==> config.mk <==
export PLATFORM = sky130hd
export DESIGN_NAME = alarm_match_unit
export DESIGN_NICKNAME = d
export VERILOG_FILES = /design/src/rtl/alm_pkg.sv /design/src/rtl/alm_regs.sv /design/src/rtl/alm_cmp.sv /design/src/rtl/alm_flag.sv /design/src/rtl/alarm_match_unit.sv
export SDC_FILE = /design/constraint.sdc
export NUM_CORES = 1
export LEC_CHECK = 0
export BUFFER_PORTS_ARGS = -buffer_cell sky130_fd_sc_hd__buf_2
export CORE_MARGIN = 2
export CORE_UTILIZATION = 55
export DETAILED_ROUTE_END_ITERATION = 10
export PLACE_DENSITY = 0.78
export SLEW_MARGIN = 20
export SYNTH_ARGS = -nofsm -noshare
export SYNTH_HDL_FRONTEND = slang
export SYNTH_SLANG_ARGS = --single-unit
==> constraint.sdc <==
create_clock -name clk -period 1.8 [get_ports clk]
set_input_delay 0.36 -clock clk [delete_from_list [all_inputs] [get_ports clk]]
set_output_delay 0.36 -clock clk [all_outputs]
set_load 0.05 [all_outputs]
==> src/rtl/alm_pkg.sv <==
// Package: alm_pkg
// Shared sizing defaults for the alarm comparator. Assumes the number of
// alarm bytes never exceeds the register data width, so the enable
// register fits in a single bus word.
package alm_pkg;
    localparam int unsigned ALM_NUM_BYTES = 6;
    localparam int unsigned ALM_BYTE_W    = 8;
    localparam int unsigned ALM_ADDR_W    = 4;
    localparam int unsigned ALM_FLAG_BIT  = 3;
endpackage

==> src/rtl/alm_regs.sv <==
// Module: alm_regs
// Host-visible register file. It holds the alarm bytes, the per-byte compare
// enables and the interrupt enable, and it produces the read data mux.
// It also decodes a write-one-to-clear request for the status flag.
// Assumes NUM_BYTES <= BYTE_W. Addresses are placed as follows: the alarm
// bytes come first, then enables, then control, then status.
module alm_regs #(
    parameter int unsigned NUM_BYTES = alm_pkg::ALM_NUM_BYTES,
    parameter int unsigned BYTE_W    = alm_pkg::ALM_BYTE_W,
    parameter int unsigned ADDR_W    = alm_pkg::ALM_ADDR_W,
    parameter int unsigned FLAG_BIT  = alm_pkg::ALM_FLAG_BIT
) (
    input  logic                               clk,
    input  logic                               rst_n,
    input  logic                               wr_i,
    input  logic [ADDR_W-1:0]                  addr_i,
    input  logic [BYTE_W-1:0]                  wdata_i,
    input  logic                               flag_i,
    output logic [NUM_BYTES-1:0][BYTE_W-1:0]   alarm_o,
    output logic [NUM_BYTES-1:0]               cmp_en_o,
    output logic                               irq_en_o,
    output logic                               clr_req_o,
    output logic [BYTE_W-1:0]                  rdata_o
);
    localparam logic [ADDR_W-1:0] ADR_EN   = ADDR_W'(NUM_BYTES);
    localparam logic [ADDR_W-1:0] ADR_CTRL = ADDR_W'(NUM_BYTES + 1);
    localparam logic [ADDR_W-1:0] ADR_STAT = ADDR_W'(NUM_BYTES + 2);

    logic [NUM_BYTES-1:0][BYTE_W-1:0] alarm_q;
    logic [NUM_BYTES-1:0]             cmp_en_q;
    logic                             irq_en_q;

    genvar gi;
    generate
        for (gi = 0; gi < NUM_BYTES; gi++) begin : g_byte
            // Holds one alarm byte; writable whatever its enable is.
            always_ff @(posedge clk) begin
                if (!rst_n)
                    alarm_q[gi] <= '0;
                else if (wr_i && addr_i == ADDR_W'(gi))
                    alarm_q[gi] <= wdata_i;
            end

            // a write to this byte is visible on the next cycle
            assert_byte_store_R1: assert property (
                @(posedge clk) disable iff (!rst_n)
                (wr_i && addr_i == ADDR_W'(gi)) |=> (alarm_q[gi] == $past(wdata_i))
            );
        end
    endgenerate

    // Holds the per-byte compare enables.
    always_ff @(posedge clk) begin
        if (!rst_n)
            cmp_en_q <= '0;
        else if (wr_i && addr_i == ADR_EN)
            cmp_en_q <= wdata_i[NUM_BYTES-1:0];
    end

    // Holds the alarm interrupt enable.
    always_ff @(posedge clk) begin
        if (!rst_n)
            irq_en_q <= 1'b0;
        else if (wr_i && addr_i == ADR_CTRL)
            irq_en_q <= wdata_i[0];
    end

    // Selects read data; unimplemented bits and addresses read as zero.
    always_comb begin
        rdata_o = '0;
        for (int i = 0; i < int'(NUM_BYTES); i++) begin
            if (addr_i == ADDR_W'(i))
                rdata_o = alarm_q[i];
        end
        if (addr_i == ADR_EN)
            rdata_o[NUM_BYTES-1:0] = cmp_en_q;
        if (addr_i == ADR_CTRL)
            rdata_o[0] = irq_en_q;
        if (addr_i == ADR_STAT)
            rdata_o[FLAG_BIT] = flag_i;
    end

    // Decodes the write-one-to-clear request for the status flag.
    always_comb begin
        clr_req_o = wr_i && (addr_i == ADR_STAT) && wdata_i[FLAG_BIT];
    end

    assign alarm_o  = alarm_q;
    assign cmp_en_o = cmp_en_q;
    assign irq_en_o = irq_en_q;

    // enables change only on a write to their address
    assert_en_stable_R2: assert property (
        @(posedge clk) disable iff (!rst_n)
        !(wr_i && addr_i == ADR_EN) |=> $stable(cmp_en_q)
    );
endmodule

==> src/rtl/alm_cmp.sv <==
// Module: alm_cmp
// Masked equality of the alarm bytes against the live counter bytes.
// A disabled byte acts as an always-equal comparator. The result is purely
// combinational; the counter chain is assumed stable while the tick is high.
module alm_cmp #(
    parameter int unsigned NUM_BYTES = alm_pkg::ALM_NUM_BYTES,
    parameter int unsigned BYTE_W    = alm_pkg::ALM_BYTE_W
) (
    input  logic [NUM_BYTES-1:0][BYTE_W-1:0] alarm_i,
    input  logic [NUM_BYTES*BYTE_W-1:0]      cnt_i,
    input  logic [NUM_BYTES-1:0]             cmp_en_i,
    output logic                             all_eq_o
);
    logic [NUM_BYTES-1:0] byte_ok;

    genvar gi;
    generate
        for (gi = 0; gi < NUM_BYTES; gi++) begin : g_cmp
            // One byte comparator, forced equal when its enable is clear.
            always_comb begin
                byte_ok[gi] = !cmp_en_i[gi] ||
                              (alarm_i[gi] == cnt_i[gi*BYTE_W +: BYTE_W]);
            end
        end
    endgenerate

    // Combines all byte results.
    always_comb begin
        all_eq_o = &byte_ok;
    end

    // with no byte enabled the comparator always reports a match
    always_comb begin
        assert_all_masked_R4: assert (!(cmp_en_i == '0) || all_eq_o);
    end
endmodule

==> src/rtl/alm_flag.sv <==
// Module: alm_flag
// Sticky alarm status flag with write-one-to-clear and interrupt gating.
// The comparison result is sampled only on a counter tick. A set in the same
// cycle as a clear wins.
module alm_flag (
    input  logic clk,
    input  logic rst_n,
    input  logic tick_i,
    input  logic all_eq_i,
    input  logic clr_i,
    input  logic irq_en_i,
    output logic flag_o,
    output logic irq_o
);
    logic flag_q;
    logic set_now;

    // Qualifies the match with the counter update strobe.
    always_comb begin
        set_now = tick_i && all_eq_i;
    end

    // Holds the sticky flag; set has priority over clear.
    always_ff @(posedge clk) begin
        if (!rst_n)
            flag_q <= 1'b0;
        else if (set_now)
            flag_q <= 1'b1;
        else if (clr_i)
            flag_q <= 1'b0;
    end

    // Gates the interrupt request with its enable.
    always_comb begin
        irq_o = flag_q && irq_en_i;
    end

    assign flag_o = flag_q;

    // a ticked match sets the flag
    assert_set_on_match_R3: assert property (
        @(posedge clk) disable iff (!rst_n)
        (tick_i && all_eq_i) |=> flag_q
    );
    // without a ticked match the flag cannot rise
    assert_no_spurious_set_R5: assert property (
        @(posedge clk) disable iff (!rst_n)
        (!flag_q && !(tick_i && all_eq_i)) |=> !flag_q
    );
    // the flag holds until a clear
    assert_sticky_R6: assert property (
        @(posedge clk) disable iff (!rst_n)
        (flag_q && !clr_i) |=> flag_q
    );
    // a clear with no ticked match drops the flag
    assert_clear_R7: assert property (
        @(posedge clk) disable iff (!rst_n)
        (clr_i && !(tick_i && all_eq_i)) |=> !flag_q
    );
    // simultaneous set and clear leaves the flag set
    assert_set_wins_R8: assert property (
        @(posedge clk) disable iff (!rst_n)
        (clr_i && tick_i && all_eq_i) |=> flag_q
    );
endmodule

==> src/rtl/alarm_match_unit.sv <==
// Module: alarm_match_unit
// Top of the masked BCD alarm comparator. It ties together the register file,
// the masked byte comparator and the sticky flag. The counter chain is
// external; cnt_tick_i must be high for one cycle with the new count.
module alarm_match_unit #(
    parameter int unsigned NUM_BYTES = alm_pkg::ALM_NUM_BYTES,
    parameter int unsigned BYTE_W    = alm_pkg::ALM_BYTE_W,
    parameter int unsigned ADDR_W    = alm_pkg::ALM_ADDR_W,
    parameter int unsigned FLAG_BIT  = alm_pkg::ALM_FLAG_BIT
) (
    input  logic                        clk,
    input  logic                        rst_n,
    input  logic                        cnt_tick_i,
    input  logic [NUM_BYTES*BYTE_W-1:0] cnt_time_i,
    input  logic                        bus_wr_i,
    input  logic [ADDR_W-1:0]           bus_addr_i,
    input  logic [BYTE_W-1:0]           bus_wdata_i,
    output logic [BYTE_W-1:0]           bus_rdata_o,
    output logic                        alm_flag_o,
    output logic                        alm_irq_o
);
    logic [NUM_BYTES-1:0][BYTE_W-1:0] alarm_w;
    logic [NUM_BYTES-1:0]             cmp_en_w;
    logic                             irq_en_w;
    logic                             clr_w;
    logic                             all_eq_w;
    logic                             flag_w;
    logic                             irq_w;

    alm_regs #(
        .NUM_BYTES (NUM_BYTES),
        .BYTE_W    (BYTE_W),
        .ADDR_W    (ADDR_W),
        .FLAG_BIT  (FLAG_BIT)
    ) u_regs (
        .clk       (clk),
        .rst_n     (rst_n),
        .wr_i      (bus_wr_i),
        .addr_i    (bus_addr_i),
        .wdata_i   (bus_wdata_i),
        .flag_i    (flag_w),
        .alarm_o   (alarm_w),
        .cmp_en_o  (cmp_en_w),
        .irq_en_o  (irq_en_w),
        .clr_req_o (clr_w),
        .rdata_o   (bus_rdata_o)
    );

    alm_cmp #(
        .NUM_BYTES (NUM_BYTES),
        .BYTE_W    (BYTE_W)
    ) u_cmp (
        .alarm_i   (alarm_w),
        .cnt_i     (cnt_time_i),
        .cmp_en_i  (cmp_en_w),
        .all_eq_o  (all_eq_w)
    );

    alm_flag u_flag (
        .clk       (clk),
        .rst_n     (rst_n),
        .tick_i    (cnt_tick_i),
        .all_eq_i  (all_eq_w),
        .clr_i     (clr_w),
        .irq_en_i  (irq_en_w),
        .flag_o    (flag_w),
        .irq_o     (irq_w)
    );

    assign alm_flag_o = flag_w;
    assign alm_irq_o  = irq_w;

    // no interrupt request while the enable is clear
    assert_irq_masked_R9: assert property (
        @(posedge clk) disable iff (!rst_n)
        !irq_en_w |-> !alm_irq_o
    );
    // state is cleared one cycle after reset is applied
    assert_reset_clear_R10: assert property (
        @(posedge clk)
        !rst_n |=> (!alm_flag_o && !alm_irq_o)
    );
endmodule

== Word level (Yosys, flattened, before mapping) ==
Index checks and enable logic that the tools add are counted.
Widths: inputs -> output; s select.

* Register bits: 56
* Input port bits: 64
* Output and inout bits: 10
* Logic and storage cells: 61

* Eq/ne operators: 14
* Mux-type cells: 11
* Reductions and logical operators: 27

{| class="wikitable"
|+ Operators by type and width
! cell !! count
|-
| $eq 8x8->1 || 6
|-
| $mux 8 || 6
|-
| $eq 4x3->1 const B || 4
|-
| $logic_and 1x1->1 || 12
|-
| $eq 4x2->1 const B || 2
|-
| $logic_not 1->1 || 6
|-
| $logic_or 1x1->1 || 6
|-
| $mux 6 || 1
|-
| $reduce_and 6->1 || 1
|-
| $eq 4x1->1 const B || 1
|-
| $eq 4x4->1 const B || 1
|-
| $logic_not 4->1 || 1
|-
| $mux 1 || 4
|-
| $reduce_bool 2->1 || 1
|}

== Logic depth before layout (Yosys ltp) ==
* Depth in word-level cells: 9
* Gate-level depth with buffers: 7
* Mapped depth without buffers: 5

== By module ==
Synthesis repeated with hierarchy kept, for this count alone.

* Cells, all modules: 391
* Area, all modules: 3,390.8 µm²

{| class="wikitable"
|+ By module, submodules not included
! module !! instances !! cells an instance !! area each (µm²) !! sequential area each (µm²)
|-
| alm_regs || 1 || 318 || 2,786.4 || 1,101.1
|-
| alm_cmp || 1 || 68 || 556.8 || 0.0
|-
| alm_flag || 1 || 5 || 47.5 || 20.0
|}

== Least setup slack after synthesis ==
OpenSTA, ideal clock, no wires.

* Path kind: input port to output port
* Start: input bus_addr_i[1]
* End: output bus_rdata_o[1]
* Arrival time: 2.344 ns
* Required time: 1.440 ns
* Setup slack: -0.904 ns
* Stages: 6
* Buffers on the path: 1
* Cell sequence: buf_6 -> and2b_1 -> a22oi_1 -> nor3_1 -> o22ai_1 -> a221oi_1

* Word-level cells in the longest chain between the ends: 8
* Elaborated cells between the ends (all ways): 14
* Classes of those cells: eq/ne: 6; mux: 7; reduce/logical: 1

{| class="wikitable"
|+ Ends and longest elaborated chain
! element !! line !! source
|-
| from (decl) || alarm_match_unit.sv:16 || <nowiki>input logic [ADDR_W-1:0] bus_addr_i,</nowiki>
|-
| $logic_not 4->1 || alm_regs.sv:72 || <nowiki>if (addr_i == ADDR_W'(i))</nowiki>
|-
| $mux 8 (6 in a row) || alm_regs.sv:72 ||
|-
| $mux 6 (*) || alm_regs.sv:75 || <nowiki>if (addr_i == ADR_EN)</nowiki>
|-
| to (decl) || alarm_match_unit.sv:18 || <nowiki>output logic [BYTE_W-1:0] bus_rdata_o,</nowiki>
|}

Every way passes the cells marked *; elsewhere a longest branch is shown, timed or not.

== Worst setup path in the final report ==
* Start: register u_regs.alarm_q (netlist bit u_regs.alarm_o[27])
* End: output bus_rdata_o[3]

* Word-level cells in the longest chain between the ends: 5

{| class="wikitable"
|+ Ends and longest elaborated chain
! element !! line !! source
|-
| from (decl) || alm_regs.sv:29 || <nowiki>logic [NUM_BYTES-1:0][BYTE_W-1:0] alarm_q;</nowiki>
|-
| from (signal, indexed assignment) || alm_regs.sv:41 || <nowiki>alarm_q[gi] <= wdata_i;</nowiki>
|-
| $mux 8 (3 in a row) || alm_regs.sv:72 ||
|-
| $mux 6 || alm_regs.sv:75 ||
|-
| $mux 1 || alm_regs.sv:79 || <nowiki>if (addr_i == ADR_STAT)</nowiki>
|}

Every way passes these cells.

==> flow_summary_export.csv <==
group,metric,value,unit
grt,grt_overflow_total,0,
floorplan,rows,28,
floorplan,initial_core_util,57.0,%
power_and_ir_drop,ir_drop,0.000408,V
worst_setup_path,required,1.44,ns
finish,fin_nets,540,
clocking,clock_path_buffers,2,
synth,synth-edff-count,0,
worst_setup_path,criticalPathCategory,"register to output pin",
timing,rsz0062_at_grt,"yes",
run_status,status,"finished, violations left",
synth,synth-main-ff-cell,"dfxtp_1",
run_status,failed_checks,"setup timing",
power_and_ir_drop,p_total,2.52,mW
power_and_ir_drop,clockPowerShare,27.4,%
floorplan,fp.dieW,82.3,um
timing,hold_viol,0,
floorplan,io_pins,74,
clocking,path_clk_slew,0.10,ns
power_and_ir_drop,p_leak,2.00,nW
routing,wl_per_cell,18.9,um
clocking,htreeDepth,2,
placed_design,gp_congestion,0.984,
floorplan,die-area,6780,um^2
power_and_ir_drop,pwr-share-seq,50.7,%
synth,yosys-top-cells-area,"dfxtp_1 (33%), mux2i_1 (17%), xnor2_1 (12%)",
timing,fin_crit,2.21,ns
synth,yosys_register_bits,56,
grt,antenna_found_initial,0,
finish,final_core_utilization,79.4,%
synth,yosysTopAreaCell,"dfxtp_1",
worst_setup_path,cp_max_fo,2,
timing,hold_ws,0.344,ns
synth,syn_nets,417,
synth,synthCells,353,
timing,fin_crit_sh,123,%
power_and_ir_drop,p_switching,0.702,mW
min_path,hp-class,"input port to register",
routing,drtPass1Iterations,5,
clocking,clk_latency,0.31,ns
routing,drc,0,
grt,grtUsageTotal,31.2,%
clocking,cts-root-buf,"clkbuf_8",
finish,diodes,0,
clocking,postCtsHoldBufs,0,
power_and_ir_drop,p_int,1.81,mW
synth,syn_avg_cell_area,9.56,um^2
routing,ant_nets,0,
grt,grt_max_degree,29,
finish,fillers,391,
floorplan,fp.coreArea,5920,um^2
routing,via_per_inst,5.72,
timing,drv_slew,0,
placed_design,hpwl,7540,um
timing,tightest_slew,0.406,ns
timing,skew,0.00561,ns
clocking,cts.sinks,56,
worst_setup_path,startpoint_type,"register",
synth,netlist_area,3370,um^2
routing,dr.first_iter.drc_count,245,
synth,ys_seq_area_share,33.2,%
routing,num_vias,3155,
routing,wirelength,10400,um
synth,synthDistinctLibCells,41,
clocking,cts_tree,"built",
finish,drive_above_1_share,44.0,%
grt,grt_pass1_wl,15400,um
clocking,numCtsBuffers,5,
grt,grt_pass1_vias,3006,
placed_design,portBuffers,73,
worst_setup_path,arrival,1.85,ns
timing,setup_viol,8,
synth,synth-async-reset-ratio,0,%
timing,setup_ws,-0.414,ns
power_and_ir_drop,swShare,27.9,%
power_and_ir_drop,p_per_area,535,nW/um^2
power_and_ir_drop,combPwrFrac,21.9,%
flow_run,cap_violations,0,
synth,yosys_warnings,0,
worst_setup_path,crit_path_end_kind,"output pin",
synth,synth_top_cell_area_share,33.2,%
finish,area_delta_synth_final,39.4,%
timing,slew_headroom,72.7,%
timing,max_freq,452,MHz
floorplan,fp.dieH,82.3,um
==> state kept, by name, summed over array words and instances (netlist names) <==
register	cells
u_regs.alarm_o	48
u_flag.flag_o	1
u_regs.irq_en_o	1
u_regs.cmp_en_o	6
==> cell usage in the layout (no fill, tap or decap), drive strengths merged, types with 2 or more instances in the layout <==
cell and n:
and2b 2, nor2b 57, mux4 3, clkbuf 9
nand3 8, a31oi 3, nand4 13, nor2 9
mux2 7, a21oi 8, a221oi 3, o22ai 5
nand2 14, a22oi 3, and3 3, o21ai 12
mux2i 58, buf 135, nor3 7, inv 3
xnor2 48, dfxtp 56
==> metal layers <==
metal / GRT usage (%) / wire [um]
met3: 6.74 / 678
met5: 0 / 0
met2: 50.2 / 4830
met4: 12.3 / 360
met1: 40.6 / 4560
==> path summary, 6_finish.rpt <==
path | slack, ns | startpoint | cells after the start | endpoint
max reg2reg | 0.16 | u_regs.alarm_o[27] | 6 | u_flag.flag_o
min | 0.34 | cnt_tick_i | 3 | u_flag.flag_o
min reg2reg | 0.55 | u_regs.cmp_en_o[5] | 2 | u_regs.cmp_en_o[5]
max | -0.41 | u_regs.alarm_o[27] | 6 | bus_rdata_o[3]
==> synthesized netlist by cell type, types with 2 or more instances <==
cell      instances
nand4_1          13
and3_1            3
nor3_1            5
buf_2             5
nand2_1          13
a31oi_1           3
a22oi_1           3
clkbuf_1         10
a221oi_1          3
nor2_1            7
xnor2_1          48
mux2_2            7
buf_6             5
o22ai_1           5
nor2b_1          57
nand3_1           4
mux2i_1          58
a21oi_1           7
and2b_1           2
dfxtp_1          56
o21ai_0          12
nand3_2           4
mux4_2            3
inv_1             3
==> final cells by class <==
class / instances / area (um^2) / share of cell area (%)
clock buffers: 7 / 76.3 / 1.62
multi-input cells: 273 / 2310 / 49.2
well taps: 75 / 93.8 / 2.00
inverters: 3 / 11.3 / 0.239
clock inverters: 1 / 8.76 / 0.186
repair buffers: 137 / 1060 / 22.5
flip-flops and latches: 56 / 1140 / 24.3
==> worst max-delay path, stage by stage (launching register included) <==
cell,delay (ns)
dfxtp_2,0.34
mux4_2,0.47
nor2b_1,0.15
a31oi_1,0.18
o22ai_1,0.11
o21a_2,0.14
buf_6,0.15
==> stage by stage <==
step / std cells / setup TNS, ns / area [um^2] / setup WS, ns
2_1_floorplan: 353 / -0.754 / 3510 / -0.217
3_3_place_gp: 532 / -4.63 / 4290 / -0.376
3_5_place_dp: 532 / -4.91 / 4290 / -0.412
4_1_cts: 546 / -1.76 / 4550 / -0.362
5_1_grt: 552 / -2.03 / 4700 / -0.483
6_report: 552 / -1.62 / 4700 / -0.414
==> what timing repair did <==
item                       in CTS  in global routing
gates cloned                    0                  2
buffers inserted                6                  4
resized for setup              45                 24
pin swaps                       3                  8
setup endpoints to repair       8                  8
==> cells by family after synthesis <==
| kind of cell | after synthesis | share of synthesized area (%) |
|---|---|---|
| simple gates | 118 | 21.5 |
| buf+inv | 24 | 4.08 |
| flops | 56 | 33.2 |
| compound gates | 39 | 7.20 |
| mux | 68 | 21.6 |
| xor+xnor | 48 | 12.5 |
==> power by group through the flow <==
stage	Combinational [mW]	Sequential [mW]	Clock, mW
6_report	0.552	1.28	0.689
5_1_grt	0.584	1.28	0.738
4_1_cts	0.515	1.27	0.704
3_5_place_dp	0.487	1.30	0
3_3_place_gp	0.481	1.30	0
2_1_floorplan	0.279	1.31	0
Power figures use the tool's default switching activity.
